## src/rtl/serial_ctl_regs.sv

```systemverilog
module serial_ctl_regs #(
  parameter int SYNC_STAGES = 2,
  parameter logic [7:0] ATT_RESET = 8'hFF
) (
  input  logic       clk,
  input  logic       rst_n,
  input  logic       ser_clk,
  input  logic       ser_data,
  input  logic       ser_strobe,
  output logic [7:0] att_left,
  output logic [7:0] att_left_staged,
  output logic [7:0] att_right,
  output logic [7:0] att_right_staged,
  output logic       soft_mute,
  output logic       deemph_en,
  output logic       op_en,
  output logic [1:0] word_len,
  output logic [3:0] out_mode,
  output logic       fmt_sel,
  output logic       lr_polarity,
  output logic       att_ctrl,
  output logic       sysclk_sel,
  output logic [1:0] dbl_rate,
  output logic [1:0] rate_sel,
  output logic       zero_det_en
);
  localparam int WORD_W = 16;
  localparam int CNT_W  = $clog2(WORD_W + 2);
  localparam logic [CNT_W-1:0] FULL = CNT_W'(WORD_W);
  localparam logic [CNT_W-1:0] OVER = CNT_W'(WORD_W + 1);

  logic [SYNC_STAGES-1:0] clk_q, dat_q, stb_q;
  logic                   clk_d, stb_d;
  logic [WORD_W-1:0]      shreg;
  logic [CNT_W-1:0]       cnt;
  logic [8:0]             cfg_a, cfg_b;

  always_ff @(posedge clk or negedge rst_n)
    if (!rst_n) begin
      clk_q <= '0; dat_q <= '0; stb_q <= '0;
      clk_d <= 1'b0; stb_d <= 1'b0;
    end else begin
      clk_q <= {clk_q[SYNC_STAGES-2:0], ser_clk};
      dat_q <= {dat_q[SYNC_STAGES-2:0], ser_data};
      stb_q <= {stb_q[SYNC_STAGES-2:0], ser_strobe};
      clk_d <= clk_q[SYNC_STAGES-1];
      stb_d <= stb_q[SYNC_STAGES-1];
    end

  wire bit_rise = clk_q[SYNC_STAGES-1] & ~clk_d;
  wire stb_rise = stb_q[SYNC_STAGES-1] & ~stb_d;
  wire wr       = stb_rise && (cnt == FULL);
  wire [1:0] addr = shreg[10:9];
  wire load     = shreg[8];
  wire [7:0] code = shreg[7:0];

  always_ff @(posedge clk or negedge rst_n)
    if (!rst_n) begin
      shreg <= '0;
      cnt   <= '0;
    end else if (stb_rise) begin
      cnt <= '0;
    end else if (bit_rise) begin
      shreg <= {shreg[WORD_W-2:0], dat_q[SYNC_STAGES-1]};
      if (cnt != OVER) cnt <= cnt + 1'b1;
    end

  always_ff @(posedge clk or negedge rst_n)
    if (!rst_n) begin
      att_left_staged <= ATT_RESET; att_left  <= ATT_RESET;
      att_right_staged <= ATT_RESET; att_right <= ATT_RESET;
      cfg_a <= '0; cfg_b <= '0;
    end else if (wr) begin
      case (addr)
        2'd0: begin
          att_left_staged <= code;
          if (load) att_left <= code;
        end
        2'd1: begin
          att_right_staged <= code;
          if (load) att_right <= code;
        end
        2'd2: cfg_a <= shreg[8:0];
        default: cfg_b <= shreg[8:0];
      endcase
    end

  assign soft_mute   = cfg_a[0];
  assign deemph_en   = cfg_a[1];
  assign op_en       = cfg_a[2];
  assign word_len    = cfg_a[4:3];
  assign out_mode    = cfg_a[8:5];
  assign fmt_sel     = cfg_b[0];
  assign lr_polarity = cfg_b[1];
  assign att_ctrl    = cfg_b[2];
  assign sysclk_sel  = cfg_b[3];
  assign dbl_rate    = cfg_b[5:4];
  assign rate_sel    = cfg_b[7:6];
  assign zero_det_en = cfg_b[8];

  AST_CNT_BOUND: assert property (@(posedge clk) disable iff (!rst_n)
    cnt <= OVER);
  AST_CNT_RESTART: assert property (@(posedge clk) disable iff (!rst_n)
    stb_rise |=> cnt == '0);
  AST_LEFT_HOLD: assert property (@(posedge clk) disable iff (!rst_n)
    !(wr && addr == 2'd0 && load) |=> $stable(att_left));
  AST_LEFT_COMMIT: assert property (@(posedge clk) disable iff (!rst_n)
    (wr && addr == 2'd0 && load) |=> att_left == att_left_staged);
  AST_RIGHT_HOLD: assert property (@(posedge clk) disable iff (!rst_n)
    !(wr && addr == 2'd1 && load) |=> $stable(att_right));
  AST_RIGHT_COMMIT: assert property (@(posedge clk) disable iff (!rst_n)
    (wr && addr == 2'd1 && load) |=> att_right == att_right_staged);
  AST_CFG_A_HOLD: assert property (@(posedge clk) disable iff (!rst_n)
    !(wr && addr == 2'd2) |=> $stable({out_mode, word_len, op_en, deemph_en, soft_mute}));
  AST_CFG_B_HOLD: assert property (@(posedge clk) disable iff (!rst_n)
    !(wr && addr == 2'd3) |=> $stable({zero_det_en, rate_sel, dbl_rate, sysclk_sel,
                                       att_ctrl, lr_polarity, fmt_sel}));
endmodule

```

## config.mk

```make
export PLATFORM = sky130hd
export DESIGN_NAME = serial_ctl_regs
export DESIGN_NICKNAME = d
export VERILOG_FILES = /design/src/rtl/serial_ctl_regs.sv
export SDC_FILE = /design/constraint.sdc
export NUM_CORES = 1
export LEC_CHECK = 0
export ABC_CLOCK_PERIOD_IN_PS = 4100
export BUFFER_PORTS_ARGS = -buffer_cell sky130_fd_sc_hd__buf_2
export CELL_PAD_IN_SITES_DETAIL_PLACEMENT = 0
export CELL_PAD_IN_SITES_GLOBAL_PLACEMENT = 1
export CORE_UTILIZATION = 45
export DETAILED_ROUTE_END_ITERATION = 10
export HOLD_SLACK_MARGIN = 0.06
export PLACE_DENSITY = 0.76
export SYNTH_ARGS = -nofsm -noshare
export SYNTH_HDL_FRONTEND = slang
export SYNTH_SLANG_ARGS = --single-unit
```

## constraint.sdc

```tcl
create_clock -name clk -period 4.1 [get_ports clk]
set_input_delay 0.205 -clock clk [delete_from_list [all_inputs] [get_ports clk]]
set_output_delay 0.205 -clock clk [all_outputs]
set_load 0.005 [all_outputs]
```

==> results of run 1 <==
==> area by class of cell <==
class / count / share of cell area
flip-flops and latches: 74 / 0.543
multi-input cells: 96 / 0.279
repair buffers: 59 / 0.0913
clock buffers: 12 / 0.0417
well taps: 75 / 0.0269
clock inverters: 4 / 0.0147
inverters: 3 / 0.00323
==> worst max-delay path, stage by stage, from the launching register on <==
cell and delay (ns):
dfrtp_1 0.39, nor2b_1 0.26, nor2_1 0.80, mux2_2 0.42
==> path summary, 6_finish.rpt <==
check / from / endpoint / slack, ns / cells after the start
max: stb_q[1] / shreg[10] / 2.11 / 3
min: clk_q[0] / clk_q[1] / 0.35 / 0
max reg2reg: stb_q[1] / shreg[10] / 2.11 / 3
min reg2reg: clk_q[0] / clk_q[1] / 0.35 / 0
max in group asynchronous: rst_n / att_right[0] / 2.60 / 3
min in group asynchronous: rst_n / cfg_a[8] / 0.51 / 2
==> cell usage in the layout, fill, tap and decap left out, drive strengths merged <==
master / synthesis / routed
mux2: 61 / 61
buf: 2 / 55
dfrtp: 42 / 42
dfstp: 32 / 32
clkbuf: 0 / 12
a21oi: 4 / 4
dlygate4sd3: 0 / 4
nand3: 4 / 4
inv: 3 / 3
o21ai: 3 / 3
or3: 3 / 3
ha: 3 / 3
nand2: 3 / 3
nand4: 2 / 2
nor2: 2 / 2
and4bb: 2 / 2
clkinv: 0 / 2
nor2b: 1 / 1
and2: 1 / 1
nor4b: 1 / 1
nor3b: 1 / 1
nand2b: 1 / 1
nand3b: 1 / 1
a311o: 1 / 1
or4b: 1 / 1
o31ai: 1 / 1
clkinvlp: 0 / 1
bufinv: 0 / 1
==> power by group <==
group / internal (W) / switching (W) / total, W
Clock: 0.000298 / 0.000254 / 0.000552
Combinational: 0.0000555 / 0.0000420 / 0.0000975
Sequential: 0.000785 / 0.0000941 / 0.000879
Total: 0.00114 / 0.000390 / 0.00153
==> layer usage <==
metal | track usage | vias up
met4 | 0.0684 | 0
met5 | 0 | -
li1 | - | 769
met2 | 0.249 | 51
met1 | 0.249 | 843
met3 | 0.0756 | 5
==> logic make-up (layout without fill, tap and decap cells) <==
group / count (synthesis) / after routing / share of synthesized area
adder cells (fa/ha/maj): 3 / 3 / 0.0130
multiplexers: 61 / 61 / 0.238
buffers and inverters: 5 / 78 / 0.00738
flip-flops: 74 / 74 / 0.656
AO/OA/AOI/OAI: 9 / 9 / 0.0187
AND/OR/NAND/NOR: 23 / 23 / 0.0668
==> synth_stat cells <==
cell type   n  share of area
nand3_2     3          0.010
nand2b_1    1         0.0022
o21ai_0     3         0.0052
nor2_1      2         0.0026
and2_0      1         0.0022
mux2_2     61           0.24
inv_1       3         0.0039
dfrtp_1    42           0.36
nor3b_1     1         0.0026
a21oi_1     4         0.0069
nor2b_1     1         0.0022
ha_1        3          0.013
nand3_1     1         0.0017
nand3b_1    1         0.0026
and4bb_1    1         0.0043
nand2_1     2         0.0026
and4bb_2    1         0.0043
or3_1       3         0.0065
o31ai_1     1         0.0026
buf_2       2         0.0035
dfstp_2    32           0.29
nor4b_4     1         0.0082
a311o_2     1         0.0039
nand4_2     2         0.0087
nand2_2     1         0.0022
or4b_2      1         0.0035
==> state kept, by name, summed over array words and instances (netlist names), 5 cells and up <==
register          cells
att_right_staged      8
cfg_a                 9
att_right             8
att_left              8
cnt                   5
shreg                11
cfg_b                 9
att_left_staged       8
==> stage by stage <==
step           area (um2)   util  hold slack, ns
5_1_grt              3480  0.575           0.359
3_5_place_dp         3250  0.536           0.315
6_report             3480  0.575           0.350
4_1_cts              3480  0.575           0.353
3_3_place_gp         3250  0.536           0.314
2_1_floorplan        2880      -         -0.0906
==> metrics.yaml, run 1 <==
cells_and_area:
  area_growth_pct: 20.7
  nFillCells: 507
  nNetsFinal: 251
  seqCellArea_mm2: 0.00189
  final-instance-count-excl-fill: 323
  antenna_cells: 0
  drive_above_1_share: 0.694
  multi_input_area_um2: 971
synthesis:
  syn-cell-area_mm2: 0.00288
  syn-instance-count: 175
  yosys_warnings: 0
  syn_area_per_cell_um2: 16.5
  yosysUniqueCellTypes: 26
  ys_seq_area_frac: 0.656
  synth_nets: 183
  synth_seq_cells: 74
floorplan:
  fp.dieH_um: 82.1
  io_pins: 55
  dieArea_mm2: 0.00673
  die_x_um: 82.1
  initial_core_util: 0.476
  fp.coreArea_mm2: 0.00606
  rows: 28
sta:
  setup_ws_ns: 2.11
  fin_tns_setup_ns: 0
  relSlewSlack: 0.344
  hold_viol_final: 0
  clock_skew_ns: 0.00714
  fin_crit_sh: 0.486
  maxSlewViolCount: 0
  finalCriticalPeriod_ns: 1.99
  timing.fmax_mhz: 502
  rsz0062_at_grt: "false"
  worstMarginPinSlew_ns: 0.980
  setup_viol: 0
clock_tree:
  ctsHtreeMaxLevel: 3
  cts_buffers: 9
  cts_tree: "done"
  cts.sinks: 74
  path_clk_slew_ns: 0.07
  insertion_delay_ns: 0.34
  clockBufferDepth: 2
  clockRootBuffer: "clkbuf_8"
  cts_setup_buffers: 0
  cts_resized: 0
  hold_buffers: 4
global_route:
  grtUsageTotal: 0.180
  grt_pass1_vias: 1616
  overflow: 0
  antenna_found_initial: 0
  grt_pass1_wl_mm: 8.43
  grt_max_degree: 39
detailed_routing:
  drt_wl_total_mm: 5.34
  drt-wirelength-per-cell_um: 16.5
  drtPass1Iterations: 4
  wl_met2_mm: 2.41
  first_iter_violations: 59
  highest_layer: "met4"
  dr_total_vias: 1668
  postRouteAntennaNets: 0
  routedLengthMet1_mm: 2.50
  drc: 0
  met3_length_um: 363
  viasPerCell: 5.16
power:
  power.total_w: 0.00153
  peakVddDrop_v: 0.000303
  p_leak_nw: 1.74
  p_per_area_mw_per_mm2: 439
setup_path:
  crit_path_end_kind: "flip-flop"
  critPathLaunchType: "flip-flop"
  crit_type: "flip-flop to flip-flop"
  critPathArrivalTime_ns: 2.21
  worstPathRequired_ns: 4.32
  crit_fanout: 11
min_path:
  hold_class: "flip-flop to flip-flop"
placement:
  dp_cells: 303
  pre_cts_ws_ns: 2.12
  port_buffers: 54
  place.detailed.hpwl_mm: 3.45
  gp_congestion: 0.723
run_status:
  outcome: "completed"
flow_run:
  max-cap-violations: 0
Power figures use the tool's default switching activity.
==> run 2: changes to the inputs <==
ABC_CLOCK_PERIOD_IN_PS = 1700   (was 4100)
CORE_UTILIZATION = 41   (was 45)
PLACE_DENSITY = 0.73   (was 0.76)
clock period = 1.7 ns   (was 4.1 ns; I/O delays follow)
==> run 2 against run 1 <==
  * Clock power increased to 3.3 times the previous value
  * Sequential share of layout area fell by 3.3 points
  * Utilization fell by 2.9 points
  * Sequential cell count is the same
  * Count of clock-buffer cells in the layout fell by 3
  * Critical path type unchanged
  * Critical endpoint is now cnt[1]
  * Largest cell class unchanged
  * Highest routed layer unchanged
==> metrics.yaml, run 2 (synthesized netlist as in run 1, its figures left out) <==
run_status:
  outcome: "completed"
setup_path:
  critPathLaunchType: "flip-flop"
  crit_type: "flip-flop to flip-flop"
  r2r_cells: 4
  worstPathRequired_ns: 1.95
  crit_fanout: 4
  path_cells: "ha_1, and4bb_2, or4b_2, o31ai_1"
  path_delay_family: "simple AND/OR/NAND/NOR gates"
  critical_path_buf_inv_count: 0
  critPathSlowestCell: "or4b_2"
  critPathArrivalTime_ns: 1.92
  slowest_delay_ns: 0.61
  crit_path_end_kind: "flip-flop"
  worst-path-stages: 4
detailed_routing:
  viasPerCell: 4.82
  postRouteAntennaNets: 0
  first_iter_violations: 115
  drc: 0
  drt-wirelength-per-cell_um: 15.7
  drtPass1Iterations: 4
  drt_wl_total_mm: 5.62
  dr_total_vias: 1721
sta:
  setup_viol: 0
  setup_ws_ns: 0.0280
  finalCriticalPeriod_ns: 1.67
  clock_skew_ns: 0.00916
  worstMarginPinSlew_ns: 0.474
  fin_crit_sh: 0.984
  fin_tns_setup_ns: 0
  timing.fmax_mhz: 598
  maxSlewViolCount: 0
  hold_viol_final: 0
  relSlewSlack: 0.684
  rsz0062_at_grt: "true"
clock_tree:
  insertion_delay_ns: 0.35
  clockRootBuffer: "clkbuf_8"
  path_clk_slew_ns: 0.08
  cts_tree: "done"
  cts_buffers: 9
  clockBufferDepth: 2
  ctsHtreeMaxLevel: 3
  cts.sinks: 74
cells_and_area:
  final_cell_mix: "mux2_2 (61), buf_2 (54), dfrtp_1 (42), dfstp_2 (32), buf_4 (13)"
  nFillCells: 581
  drive_above_1_share: 0.724
  area_growth_pct: 28.5
  largest_reg_flops: 11
  nNetsFinal: 264
  top_regs: "shreg x11, cfg_a x9, cfg_b x9"
  antenna_cells: 0
  final_common_cell: "mux2_2"
  largest_register: "shreg"
power:
  p_per_area_mw_per_mm2: 1140
  peakVddDrop_v: 0.000533
  p_leak_nw: 1.85
floorplan:
  die_x_um: 85.9
  fp.coreArea_mm2: 0.00679
  dieArea_mm2: 0.00737
  initial_core_util: 0.424
  fp.dieH_um: 85.9
  rows: 30
  io_pins: 55
global_route:
  grt_pass1_wl_mm: 9.19
  grt_pass1_vias: 1754
  overflow: 0
  grtUsageTotal: 0.169
  antenna_found_initial: 0
  grt_max_degree: 75
min_path:
  hold_class: "input pin to asynchronous set/reset pin"
placement:
  pre_cts_ws_ns: -0.0180
  port_buffers: 54
  gp_congestion: 0.705
  place.detailed.hpwl_mm: 3.63
flow_run:
  max-cap-violations: 0
## run 2: changes by cell type in the layout (fill, tap and decap cells not counted), sizes merged
cell / delta
clkinvlp: -1
buf: +13
clkinv: -2
clkbuf: -3
inv: +3
bufinv: +3
## run 2: layer usage
metal,GRT usage,wire length [um]
met1,0.240,2690
met2,0.237,2530
met3,0.0423,264
met4,0.0909,134
met5,0,0
## run 2: layout make-up
cell class / instances / area [um2] / share of cell area
tap: 96 / 120 / 0.0324
sequential: 74 / 1890 / 0.511
multi-input combinational: 96 / 983 / 0.265
timing repair buffer: 72 / 428 / 0.116
clock inverter: 7 / 146 / 0.0395
inverter: 3 / 11.3 / 0.00304
clock buffer: 9 / 124 / 0.0334
## run 2: worst min-delay path, delay by kind of cell
kind	cells	cell delay (ns)
buffers and inverters	3	0.96
## run 2: timing repair
action	in CTS	in global routing
setup buffers	0	1
hold buffers	4	0
gates resized for setup	1	3
setup endpoints to repair	9	44
endpoints found under the hold margin	57	0
## run 2: final timing paths
check	from	endpoint	slack [ns]
worst min-delay path	rst_n	cfg_b[5]	0.28
min in group clk	clk_q[0]	clk_q[1]	0.35
max in group asynchronous	rst_n	att_right_staged[2]	1.06
worst max-delay path	cnt[0]	cnt[1]	0.03
worst min register to register	clk_q[0]	clk_q[1]	0.35
worst max register to register	cnt[0]	cnt[1]	0.03
## run 2: power breakdown
part	switching [W]	internal, W	total [W]	leakage [nW]
logic	0.000109	0.000151	0.000260	0.835
clock network	0.000691	0.00114	0.00183	0.135
registers	0.000231	0.00189	0.00212	0.879
total	0.00103	0.00318	0.00421	1.85
## run 2: per-stage QoR
step	instances	util	hold slack, ns	area (um2)	total power [W]
after floorplan	175	-	-0.211	2880	0.00224
after global placement	336	0.497	0.145	3370	0.00239
after detailed placement	336	0.497	0.145	3370	0.00240
after CTS	356	0.543	0.289	3690	0.00426
after global routing	357	0.545	0.326	3700	0.00440
final	357	0.545	0.276	3700	0.00421
